## config.mk

```make
export PLATFORM = sky130hd
export DESIGN_NAME = dbg_bkpt_unit
export DESIGN_NICKNAME = d
export VERILOG_FILES = /design/src/rtl/dbg_bkpt_pkg.sv /design/src/rtl/dbg_slot_match.sv /design/src/rtl/dbg_regs.sv /design/src/rtl/dbg_req_fsm.sv /design/src/rtl/dbg_bkpt_unit.sv
export SDC_FILE = /design/constraint.sdc
export NUM_CORES = 1
export LEC_CHECK = 0
export ABC_AREA = 0
export BUFFER_PORTS_ARGS = -buffer_cell sky130_fd_sc_hd__buf_2
export CAP_MARGIN = 15
export CORE_AREA = 4 4 170 172
export CTS_CLUSTER_SIZE = 12
export DETAILED_ROUTE_END_ITERATION = 12
export DIE_AREA = 0 0 174 176
export PLACE_DENSITY = 0.78
export SLEW_MARGIN = 5
export SYNTH_ARGS = -nofsm -noshare
export SYNTH_HDL_FRONTEND = slang
export SYNTH_SLANG_ARGS = --single-unit
```

## constraint.sdc

```tcl
create_clock -name clk -period 5.5 [get_ports clk]
set_input_delay 1.375 -clock clk [delete_from_list [all_inputs] [get_ports clk]]
set_output_delay 1.375 -clock clk [all_outputs]
set_load 0.02 [all_outputs]
```

## src/rtl/dbg_bkpt_pkg.sv

```systemverilog
package dbg_bkpt_pkg;

    localparam int REG_W     = 32;
    localparam int NUM_SLOTS = 4;
    localparam int IDX_W     = 3;

    localparam logic [IDX_W-1:0] IDX_STS  = 3'd4;
    localparam logic [IDX_W-1:0] IDX_CTRL = 3'd5;

    // access type selector per slot
    typedef enum logic [1:0] {
        RW_FETCH = 2'b00,
        RW_WRITE = 2'b01,
        RW_EXT   = 2'b10,
        RW_DATA  = 2'b11
    } rw_sel_e;

    typedef struct packed {
        logic       l_en;
        logic       g_en;
        rw_sel_e    rw;
        logic [1:0] len;
    } slot_cfg_t;

    typedef enum logic {
        ST_WATCH  = 1'b0,
        ST_REPORT = 1'b1
    } req_state_e;

    // low address bits ignored for a given length code
    function automatic logic [1:0] len_mask(input logic [1:0] len);
        logic [1:0] m;
        unique case (len)
            2'b01:   m = 2'b01;
            2'b11:   m = 2'b11;
            default: m = 2'b00;
        endcase
        return m;
    endfunction

    // offset of the last byte touched by an access of the given size code
    function automatic logic [1:0] size_last(input logic [1:0] sz);
        logic [1:0] l;
        unique case (sz)
            2'b00:   l = 2'd0;
            2'b01:   l = 2'd1;
            default: l = 2'd3;
        endcase
        return l;
    endfunction

endpackage

```

## src/rtl/dbg_slot_match.sv

```systemverilog
module dbg_slot_match
    import dbg_bkpt_pkg::*;
#(
    parameter int ADDR_W = 32
) (
    input  slot_cfg_t          cfg,
    input  logic [ADDR_W-1:0]  bp_addr,
    input  logic               fetch_valid,
    input  logic [ADDR_W-1:0]  fetch_addr,
    input  logic               dacc_valid,
    input  logic [ADDR_W-1:0]  dacc_addr,
    input  logic [1:0]         dacc_size,
    input  logic               dacc_write,
    input  logic               resume_flag,
    input  logic               ext_en,
    output logic               hit
);

    localparam int EXT_W = ADDR_W + 1;

    logic [1:0]       mask;
    logic [EXT_W-1:0] rng_lo;
    logic [EXT_W-1:0] rng_hi;
    logic [EXT_W-1:0] acc_lo;
    logic [EXT_W-1:0] acc_hi;
    logic             overlap;
    logic             kind_ok;
    logic             fetch_hit;
    logic             data_hit;
    logic             active;

    assign mask   = len_mask(cfg.len);
    assign rng_lo = {1'b0, bp_addr & ~ADDR_W'(mask)};
    assign rng_hi = rng_lo | EXT_W'(mask);
    assign acc_lo = {1'b0, dacc_addr};
    assign acc_hi = acc_lo + EXT_W'(size_last(dacc_size));

    // byte ranges intersect; widened so a top-of-space access cannot wrap
    assign overlap = (acc_lo <= rng_hi) && (acc_hi >= rng_lo);

    always_comb begin
        unique case (cfg.rw)
            RW_FETCH: kind_ok = 1'b0;
            RW_WRITE: kind_ok = dacc_write;
            RW_EXT:   kind_ok = ext_en && !dacc_write;
            RW_DATA:  kind_ok = 1'b1;
            default:  kind_ok = 1'b0;
        endcase
    end

    assign active    = cfg.l_en | cfg.g_en;
    assign fetch_hit = (cfg.rw == RW_FETCH) && fetch_valid && !resume_flag
                       && (fetch_addr == bp_addr);
    assign data_hit  = dacc_valid && kind_ok && overlap;
    assign hit       = active && (fetch_hit || data_hit);

endmodule

```

## src/rtl/dbg_regs.sv

```systemverilog
module dbg_regs
    import dbg_bkpt_pkg::*;
#(
    parameter int ADDR_W = 32
) (
    input  logic                              clk,
    input  logic                              rst_n,
    input  logic                              reg_we,
    input  logic [IDX_W-1:0]                  reg_idx,
    input  logic [REG_W-1:0]                  reg_wdata,
    output logic [REG_W-1:0]                  reg_rdata,
    input  logic [NUM_SLOTS-1:0]              slot_hits,
    output logic [NUM_SLOTS-1:0][ADDR_W-1:0]  bp_addr,
    output slot_cfg_t [NUM_SLOTS-1:0]         slot_cfg,
    output logic [NUM_SLOTS-1:0]              sts_hits,
    output logic [2*NUM_SLOTS-1:0]            ctrl_en
);

    localparam int EN_W  = 2 * NUM_SLOTS;
    localparam int FLD_W = 4 * NUM_SLOTS;

    logic [NUM_SLOTS-1:0][ADDR_W-1:0] bp_q;
    logic [EN_W-1:0]                  en_q;
    logic                             le_q;
    logic                             ge_q;
    logic                             gd_q;
    logic [FLD_W-1:0]                 fld_q;
    logic [NUM_SLOTS-1:0]             flag_q;
    logic [NUM_SLOTS-1:0]             flag_d;
    logic                             bd_q;
    logic                             bs_q;
    logic                             bt_q;

    logic                             wr_sts;
    logic                             wr_ctrl;
    logic [REG_W-1:0]                 ctrl_img;
    logic [REG_W-1:0]                 sts_img;
    logic                             unused_wbits;

    assign wr_sts  = reg_we && (reg_idx == IDX_STS);
    assign wr_ctrl = reg_we && (reg_idx == IDX_CTRL);

    // address registers, one per slot
    for (genvar s = 0; s < NUM_SLOTS; s++) begin : g_addr
        logic wr_this;
        assign wr_this = reg_we && (reg_idx == IDX_W'(s));

        always_ff @(posedge clk) begin
            if (!rst_n) begin
                bp_q[s] <= '0;
            end else if (wr_this) begin
                bp_q[s] <= reg_wdata[ADDR_W-1:0];
            end
        end

        assign slot_cfg[s] = '{
            l_en: en_q[2*s],
            g_en: en_q[2*s+1],
            rw:   rw_sel_e'(fld_q[4*s +: 2]),
            len:  fld_q[4*s+2 +: 2]
        };
    end

    // control register
    always_ff @(posedge clk) begin
        if (!rst_n) begin
            en_q  <= '0;
            le_q  <= 1'b0;
            ge_q  <= 1'b0;
            gd_q  <= 1'b0;
            fld_q <= '0;
        end else if (wr_ctrl) begin
            en_q  <= reg_wdata[EN_W-1:0];
            le_q  <= reg_wdata[8];
            ge_q  <= reg_wdata[9];
            gd_q  <= reg_wdata[13];
            fld_q <= reg_wdata[16 +: FLD_W];
        end
    end

    // sticky hit flags: software write first, then hits are merged on top
    always_comb begin
        flag_d = flag_q;
        if (wr_sts) begin
            flag_d = reg_wdata[NUM_SLOTS-1:0];
        end
        flag_d = flag_d | slot_hits;
    end

    always_ff @(posedge clk) begin
        if (!rst_n) begin
            flag_q <= '0;
            bd_q   <= 1'b0;
            bs_q   <= 1'b0;
            bt_q   <= 1'b0;
        end else begin
            flag_q <= flag_d;
            if (wr_sts) begin
                bd_q <= reg_wdata[13];
                bs_q <= reg_wdata[14];
                bt_q <= reg_wdata[15];
            end
        end
    end

    assign ctrl_img = {fld_q, 2'b00, gd_q, 2'b00, 1'b1, ge_q, le_q, en_q};
    assign sts_img  = {16'hFFFF, bt_q, bs_q, bd_q, 1'b0, 8'hFF, flag_q};

    always_comb begin
        reg_rdata = '0;
        if (!reg_idx[2]) begin
            reg_rdata = REG_W'(bp_q[reg_idx[1:0]]);
        end else begin
            unique case (reg_idx)
                IDX_STS:  reg_rdata = sts_img;
                IDX_CTRL: reg_rdata = ctrl_img;
                default:  reg_rdata = '0;
            endcase
        end
    end

    assign unused_wbits = ^{reg_wdata[12:10], reg_wdata[7:4]};

    assign bp_addr  = bp_q;
    assign sts_hits = flag_q;
    assign ctrl_en  = en_q;

endmodule

```

## src/rtl/dbg_req_fsm.sv

```systemverilog
module dbg_req_fsm
    import dbg_bkpt_pkg::*;
(
    input  logic                 clk,
    input  logic                 rst_n,
    input  logic [NUM_SLOTS-1:0] slot_hits,
    output logic                 dbg_req,
    output logic [NUM_SLOTS-1:0] req_slots
);

    req_state_e           state_q;
    req_state_e           state_d;
    logic [NUM_SLOTS-1:0] slots_q;
    logic                 any_hit;

    assign any_hit = |slot_hits;

    // state register
    always_ff @(posedge clk) begin
        if (!rst_n) begin
            state_q <= ST_WATCH;
            slots_q <= '0;
        end else begin
            state_q <= state_d;
            slots_q <= slot_hits;
        end
    end

    // transitions: HIT_SEEN, HIT_AGAIN, QUIET
    always_comb begin
        state_d = state_q;
        unique case (state_q)
            ST_WATCH:  state_d = any_hit ? ST_REPORT : ST_WATCH;
            ST_REPORT: state_d = any_hit ? ST_REPORT : ST_WATCH;
            default:   state_d = ST_WATCH;
        endcase
    end

    // outputs
    always_comb begin
        dbg_req   = 1'b0;
        req_slots = '0;
        unique case (state_q)
            ST_WATCH:  ;
            ST_REPORT: begin
                dbg_req   = 1'b1;
                req_slots = slots_q;
            end
            default:   ;
        endcase
    end

endmodule

```

## src/rtl/dbg_bkpt_unit.sv

```systemverilog
module dbg_bkpt_unit
    import dbg_bkpt_pkg::*;
#(
    parameter int ADDR_W = 32
) (
    input  logic                  clk,
    input  logic                  rst_n,
    input  logic                  fetch_valid,
    input  logic [ADDR_W-1:0]     fetch_addr,
    input  logic                  dacc_valid,
    input  logic [ADDR_W-1:0]     dacc_addr,
    input  logic [1:0]            dacc_size,
    input  logic                  dacc_write,
    input  logic                  resume_flag,
    input  logic                  ext_en,
    input  logic                  reg_we,
    input  logic [IDX_W-1:0]      reg_idx,
    input  logic [REG_W-1:0]      reg_wdata,
    output logic [REG_W-1:0]      reg_rdata,
    output logic                  dbg_req,
    output logic [NUM_SLOTS-1:0]  req_slots
);

    logic [NUM_SLOTS-1:0][ADDR_W-1:0] bp_addr;
    slot_cfg_t [NUM_SLOTS-1:0]        slot_cfg;
    logic [NUM_SLOTS-1:0]             slot_hits;
    logic [NUM_SLOTS-1:0]             sts_hits;
    logic [2*NUM_SLOTS-1:0]           ctrl_en;

    dbg_regs #(.ADDR_W(ADDR_W)) u_regs (
        .clk       (clk),
        .rst_n     (rst_n),
        .reg_we    (reg_we),
        .reg_idx   (reg_idx),
        .reg_wdata (reg_wdata),
        .reg_rdata (reg_rdata),
        .slot_hits (slot_hits),
        .bp_addr   (bp_addr),
        .slot_cfg  (slot_cfg),
        .sts_hits  (sts_hits),
        .ctrl_en   (ctrl_en)
    );

    for (genvar s = 0; s < NUM_SLOTS; s++) begin : g_slot
        dbg_slot_match #(.ADDR_W(ADDR_W)) u_match (
            .cfg         (slot_cfg[s]),
            .bp_addr     (bp_addr[s]),
            .fetch_valid (fetch_valid),
            .fetch_addr  (fetch_addr),
            .dacc_valid  (dacc_valid),
            .dacc_addr   (dacc_addr),
            .dacc_size   (dacc_size),
            .dacc_write  (dacc_write),
            .resume_flag (resume_flag),
            .ext_en      (ext_en),
            .hit         (slot_hits[s])
        );
    end

    dbg_req_fsm u_fsm (
        .clk       (clk),
        .rst_n     (rst_n),
        .slot_hits (slot_hits),
        .dbg_req   (dbg_req),
        .req_slots (req_slots)
    );

endmodule

```

Yosys cells after proc, flatten, opt, wreduce, memory -nomap -nowiden
Index checks and enable logic that the tools add are counted.

word-level totals
  bits in registers = 167
  input port bits = 109
  output and inout port bits = 37
  word-level logic and storage cells = 137

operators by class
  add/sub/neg operators = 1
  magnitude comparators = 9
  equality and inequality tests = 30
  mux-type cells = 17
  bitwise logic cells = 17
  reduce and logical (&&, ||, !) cells = 48

operators by type and width
  cell                  number
  $ge A33 B32 Y1        4
  $le A32 B33 Y1        4
  $and A32 B32 Y32      4
  $eq A32 B32 Y1        4
  $not A2 Y32           4
  $or A32 B2 Y32        4
  $bmux W32 S2          1
  $mux W32              2
  $pmux W32 S2          1
  $logic_and A1 B1 Y1   35
  $add A32 B2 Y33       1
  $eq A2 B2 Y1 const B  12
  $pmux W2 S2           5
  $eq A2 B1 Y1 const B  9
  $pmux W1 S4           4
  $logic_not A2 Y1      5
  $mux W4               2
  $eq A3 B2 Y1 const B  2
  $eq A3 B3 Y1 const B  2
  $logic_or A1 B1 Y1    4
  $or A1 B1 Y1          4
  $or A4 B4 Y4          1
  $reduce_or A4 Y1      1
  $eq A3 B1 Y1 const B  1
  other kinds (4)       6

Logic depth before layout (Yosys ltp)
  word-level depth = 12
  depth in mapped cells = 19
  gate-level depth less buffers = 19

Hierarchy
A second synthesis with hierarchy kept.

unflattened totals
  cells, all modules = 2283
  area, all modules = 18096.1 um^2

modules (own cells, without submodules)
  module                                  times used  cells each  area an instance (um^2)  seq. area each (um^2)
  dbg_regs                                1           896         7748.7                   3243.1
  dbg_slot_match (g_slot[0].u_match ...)  3           341         2537.4                   0.0
  dbg_slot_match (g_slot[1].u_match)      1           350         2572.5                   0.0
  dbg_req_fsm                             1           14          162.7                    100.1

Worst setup path after synthesis
OpenSTA, ideal clock, no wires.

  path type = input to register
  from = input port dacc_size[1]
  to = register u_fsm.state_q
  setup time = 0.125 ns
  data arrival time = 5.280 ns
  data required time = 5.375 ns
  slack = 0.095 ns
  cell stages on the path = 19
  buffers on the path = 0
  cell sequence = or2_2 > ha_1 > inv_1 > fa_1 > nand2b_1 > nor4_4 > nand4_1 > inv_1 > nand2_1 > xnor2_1 > ha_1 > a21o_1 > a21o_1 > a221o_1 > a31oi_1 > a21oi_1 > or4_1 > o221a_2 > o41a_1

on the way
  word-level cells in the longest chain between the ends = 10
  elaborated cells on any way between the ends = 26
  those cells by class = add/sub: 1; order compare: 4; eq/ne: 1; mux: 2; reduce/logical: 18

RTL lines
  element                                           RTL line                              text
  from (decl)                                       dbg_bkpt_unit.sv:12                   input logic [1:0] dacc_size,
  $eq A2 B1 Y1 or $logic_not A2 Y1 (tied branches)  dbg_bkpt_pkg.sv:44                    unique case (sz)
  $pmux W2 S2 *                                     dbg_bkpt_pkg.sv:44
  $add A32 B2 Y33 *                                 dbg_slot_match.sv:36                  assign acc_hi = acc_lo + EXT_W'(size_last(dacc_size));
  $ge A33 B32 Y1                                    dbg_slot_match.sv:39                  assign overlap = (acc_lo <= rng_hi) && (acc_hi >= rng_lo);
  $logic_and A1 B1 Y1                               dbg_slot_match.sv:39
  $logic_and A1 B1 Y1                               dbg_slot_match.sv:54                  assign data_hit = dacc_valid && kind_ok && overlap;
  $logic_or A1 B1 Y1                                dbg_slot_match.sv:55                  assign hit = active && (fetch_hit || data_hit);
  $logic_and A1 B1 Y1                               dbg_slot_match.sv:55
  $reduce_or A4 Y1 *                                dbg_req_fsm.sv:16                     assign any_hit = |slot_hits;
  $mux W1 *                                         dbg_req_fsm.sv:33, dbg_req_fsm.sv:34
  to (signal assigned)                              dbg_req_fsm.sv:24                     state_q <= state_d;
  to (decl)                                         dbg_req_fsm.sv:11                     req_state_e state_q;

Every way passes the cells marked *; elsewhere a longest branch is shown, timed or not.
A chain may end at the register's enable or synchronous reset.

Worst setup path after layout
  from = input port dacc_size[1]
  to = register u_fsm.slots_q[0]

on the way
  word-level cells in the longest chain between the ends = 8
  elaborated cells on any way between the ends = 9
  those cells by class = add/sub: 1; order compare: 1; eq/ne: 1; mux: 1; reduce/logical: 5

RTL lines
  element                                           RTL line              text
  $eq A2 B1 Y1 or $logic_not A2 Y1 (tied branches)  dbg_bkpt_pkg.sv:44
  $pmux W2 S2 *                                     dbg_bkpt_pkg.sv:44
  $add A32 B2 Y33 *                                 dbg_slot_match.sv:36
  $ge A33 B32 Y1 *                                  dbg_slot_match.sv:39
  $logic_and A1 B1 Y1 *                             dbg_slot_match.sv:39
  $logic_and A1 B1 Y1 *                             dbg_slot_match.sv:54
  $logic_or A1 B1 Y1 *                              dbg_slot_match.sv:55
  $logic_and A1 B1 Y1 *                             dbg_slot_match.sv:55
  to (signal assigned)                              dbg_req_fsm.sv:25     slots_q <= slot_hits;
  to (decl)                                         dbg_req_fsm.sv:13     logic [NUM_SLOTS-1:0] slots_q;

Marks and branches as above.

==> impl_metrics.csv <==
group,metric,value,unit
outcome,outcome,"completed",
drt,drt-initial-drc-count,2095,
cells_and_area,final_util,63.9,%
drt,wirelength,68.2,mm
power,pwr_density_cell,196,nW/um^2
critical_path,cpMaxStageDelayCell,"nor4bb_1",
critical_path,critPathMaxStageDelay,0.52,ns
grt,grt_pass1_vias,15420,
critical_path,cp_common_cell,"buf_4",
timing,relSlewSlack,27.5,%
timing,postLayoutSetupSlackWorst,0.197,ns
cells_and_area,area_growth,16.1,%
clock_tree,cts_buffers,17,
timing,maxSlewViolCount,0,
yosys,synthTopCellsByArea,"dfxtp_1, ha_1, nand2_1, a21oi_1, xor2_1",
yosys,synth_common_cells,"nand2_1, ha_1, a21oi_1, dfxtp_1, inv_1",
yosys,synth_cells,1925,
yosys,ys_warn_count,0,
timing,finalClockSkew,0.0111,ns
power,ir_drop,244,uV
grt,grt_pass1_wl,99.0,mm
yosys,yosysUniqueCellTypes,59,
yosys,synthArstFlopShare,0,%
critical_path,required,5.91,ns
die,die_y,176,um
grt,grt_max_degree,89,
timing,rsz0062_at_grt,"false",
yosys,yosysMostFrequentCell,"nand2_1",
place,place_area,16800,sq um
clock_tree,cts_max_path_buffers,2,
die,start_util,55.1,%
cells_and_area,layout-drive-gt1-share,16.3,%
yosys,synth_seq_area_share,22.1,%
clock_tree,cts.sinks,167,
critical_path,startpoint_type,"input pin",
cells_and_area,n_antenna_cell,0,
clock_tree,cts_tree,"yes",
clock_tree,path_clk_slew,0.08,ns
place,pre_cts_ws,-0.351,ns
timing,setup_violations,0,
die,core-area,27500,sq um
cells_and_area,stdcell_area,17600,sq um
yosys,synth_nets,2293,
grt,grt_use_total,43.4,%
yosys,synth-main-ff-cell,"dfxtp_1",
critical_path,path_class,"in2reg",
job,maxCapViolCount,0,
clock_tree,clock_latency,0.46,ns
clock_tree,htree_levels,4,
place,gp_congestion,1.07,
power,p_leak,7.02,nW
drt,drt_pass1_iterations,6,
yosys,syn_area_per_cell,7.86,sq um
timing,hold_violations,0,
critical_path,crit_buf_inv,6,
critical_path,cp-end-kind,"flop",
die,io_pins,146,
clock_tree,hold_buffers,0,
critical_path,crit_chain,"buf_2 > or2_2 > ha_1 > inv_1 > fa_2 > nand2b_4 > nor4_4 > buf_4 > buf_4 > nand3_1 > xnor2_1 > ha_1 > nand4_1 > nor4bb_1 > buf_4 > and3_1 > a221o_1 > a2111oi_4 > o21a_1 > a211oi_1 > buf_4 > and2_1",
timing,fmax,189,MHz
clock_tree,root_buffer,"clkbuf_16",
place,dp_cells,2447,
yosys,ys_ff_latch,167,
yosys,synth.largest_area_cell,"dfxtp_1",
drt,post_drt_wl_per_cell,27.5,um
grt,grt_overflow,0,
cells_and_area,final_cells,2481,
timing,tightest_slew,1.08,ns
critical_path,cp_top_family,"simple AND/OR/NAND/NOR gates",
drt,ant_nets,0,
cells_and_area,final_nets,2490,
critical_path,path_max_fanout,4,
yosys,synth_top_area_share,22.1,%
hold_path,holdCritPathClass,"reg2reg",
grt,antenna_found_initial,2,
place,portBuffers,145,
drt,drc,0,
critical_path,cp.arrival,5.71,ns
place,hpwl,54.0,mm
yosys,synth_area,15100,sq um
yosys,synth_edf_count,0,
drt,vias,16385,
timing,period_needed,5.30,ns
timing,finalCritPeriodShare,96.4,%
power,p_total,3.45,mW
die,die-area,30600,sq um
drt,via_per_inst,6.60,
die,num_rows,61,
die,fp.dieW,174,um
cells_and_area,fill_cells,2481,
repair_timing:
item                                    4_1_cts  5_1_grt
resized for setup                             0       16
hold endpoints to repair                      0        0
buffers inserted                              0        2
endpoints found under the setup margin        0        5
metal layers:
layer | up-vias | part of all wire (%) | track usage, %
met5 | - | 0.044 | 0
met1 | 7741 | 39 | 58.5
met2 | 1165 | 42 | 65.7
li1 | 7229 | - | -
met3 | 246 | 13 | 10.3
met4 | 4 | 5.8 | 20.5
flip-flops by register name, indices dropped and copies added, names as in the netlist:
signal	flops
u_regs.bp_addr	128
u_regs.fld_q	16
u_regs.ctrl_en	8
u_fsm.slots_q	4
u_regs.sts_hits	4
u_fsm.state_q	1
u_regs.bd_q	1
u_regs.bs_q	1
u_regs.bt_q	1
u_regs.gd_q	1
u_regs.ge_q	1
u_regs.le_q	1
cells by family after synthesis:
family,synth area share (%)
AND/OR/NAND/NOR,19.8
AO/OA/AOI/OAI,16.7
adder cells (fa/ha/maj),21.5
buffers and inverters,5.41
flip-flops,22.1
XOR/XNOR,9.03
multiplexers,5.50
placed cells by master (no fill, tap or decap), types with 23 or more instances in the layout:
cell type	instances
dfxtp_1	167
buf_4	103
ha_1	258
a21oi_1	241
nand4_1	61
buf_2	145
inv_1	143
a21o_1	33
nor4_1	27
nand3_1	54
o21ai_0	57
nor2_1	40
mux4_2	31
xor2_1	78
o211ai_1	23
nand2_1	377
xnor2_1	70
final timing paths:
check | start | to | slack (ns) | cells after the start
worst min-delay path | u_regs.bp_addr[91]$_SDFFE_PN0P_ | u_regs.bp_addr[91]$_SDFFE_PN0P_ | 0.47 | 2
worst max-delay path | dacc_size[1] | u_fsm.slots_q[0]$_SDFF_PN0_ | 0.20 | 22
worst min register to register | u_regs.bp_addr[91]$_SDFFE_PN0P_ | u_regs.bp_addr[91]$_SDFFE_PN0P_ | 0.47 | 2
worst max register to register | u_regs.bp_addr[29]$_SDFFE_PN0P_ | u_fsm.slots_q[0]$_SDFF_PN0_ | 2.05 | 11
final cells by class:
type                            instances  area, sq um  share of cell area (%)
Clock inverter                         14          179                    1.02
Inverter                              146          551                    3.13
Tap cell                              346          433                    2.46
Multi-Input combinational cell       1540        11100                    63.1
Timing Repair Buffer                  250         1540                    8.76
Sequential cell                       167         3340                    19.0
Clock buffer                           18          439                    2.50
tightest hold or removal path, delay by kind of cell, from the launching register on:
family             cells  cell delay [ns]
DFF                    1             0.32
AOI/OAI and AO/OA      1             0.05
and+or+nand+nor        1             0.05
where the power goes:
| part | switching, mW | internal (mW) | leakage (nW) | total [mW] |
|---|---|---|---|---|
| Combinational | 0.561 | 0.331 | 5.36 | 0.892 |
| Sequential | 0.0346 | 1.23 | 1.35 | 1.27 |
| Clock | 0.621 | 0.665 | 0.301 | 1.29 |
| Total | 1.22 | 2.23 | 7.02 | 3.45 |
metrics by stage:
stage	TNS (ns)	hold slack, ns
3_5_place_dp	-1.13	0.455
2_1_floorplan	0	0.436
5_1_grt	0	0.491
4_1_cts	0	0.465
3_3_place_gp	-0.641	0.442
6_report	0	0.468
Note: power is estimated with default switching activity, not from simulation.
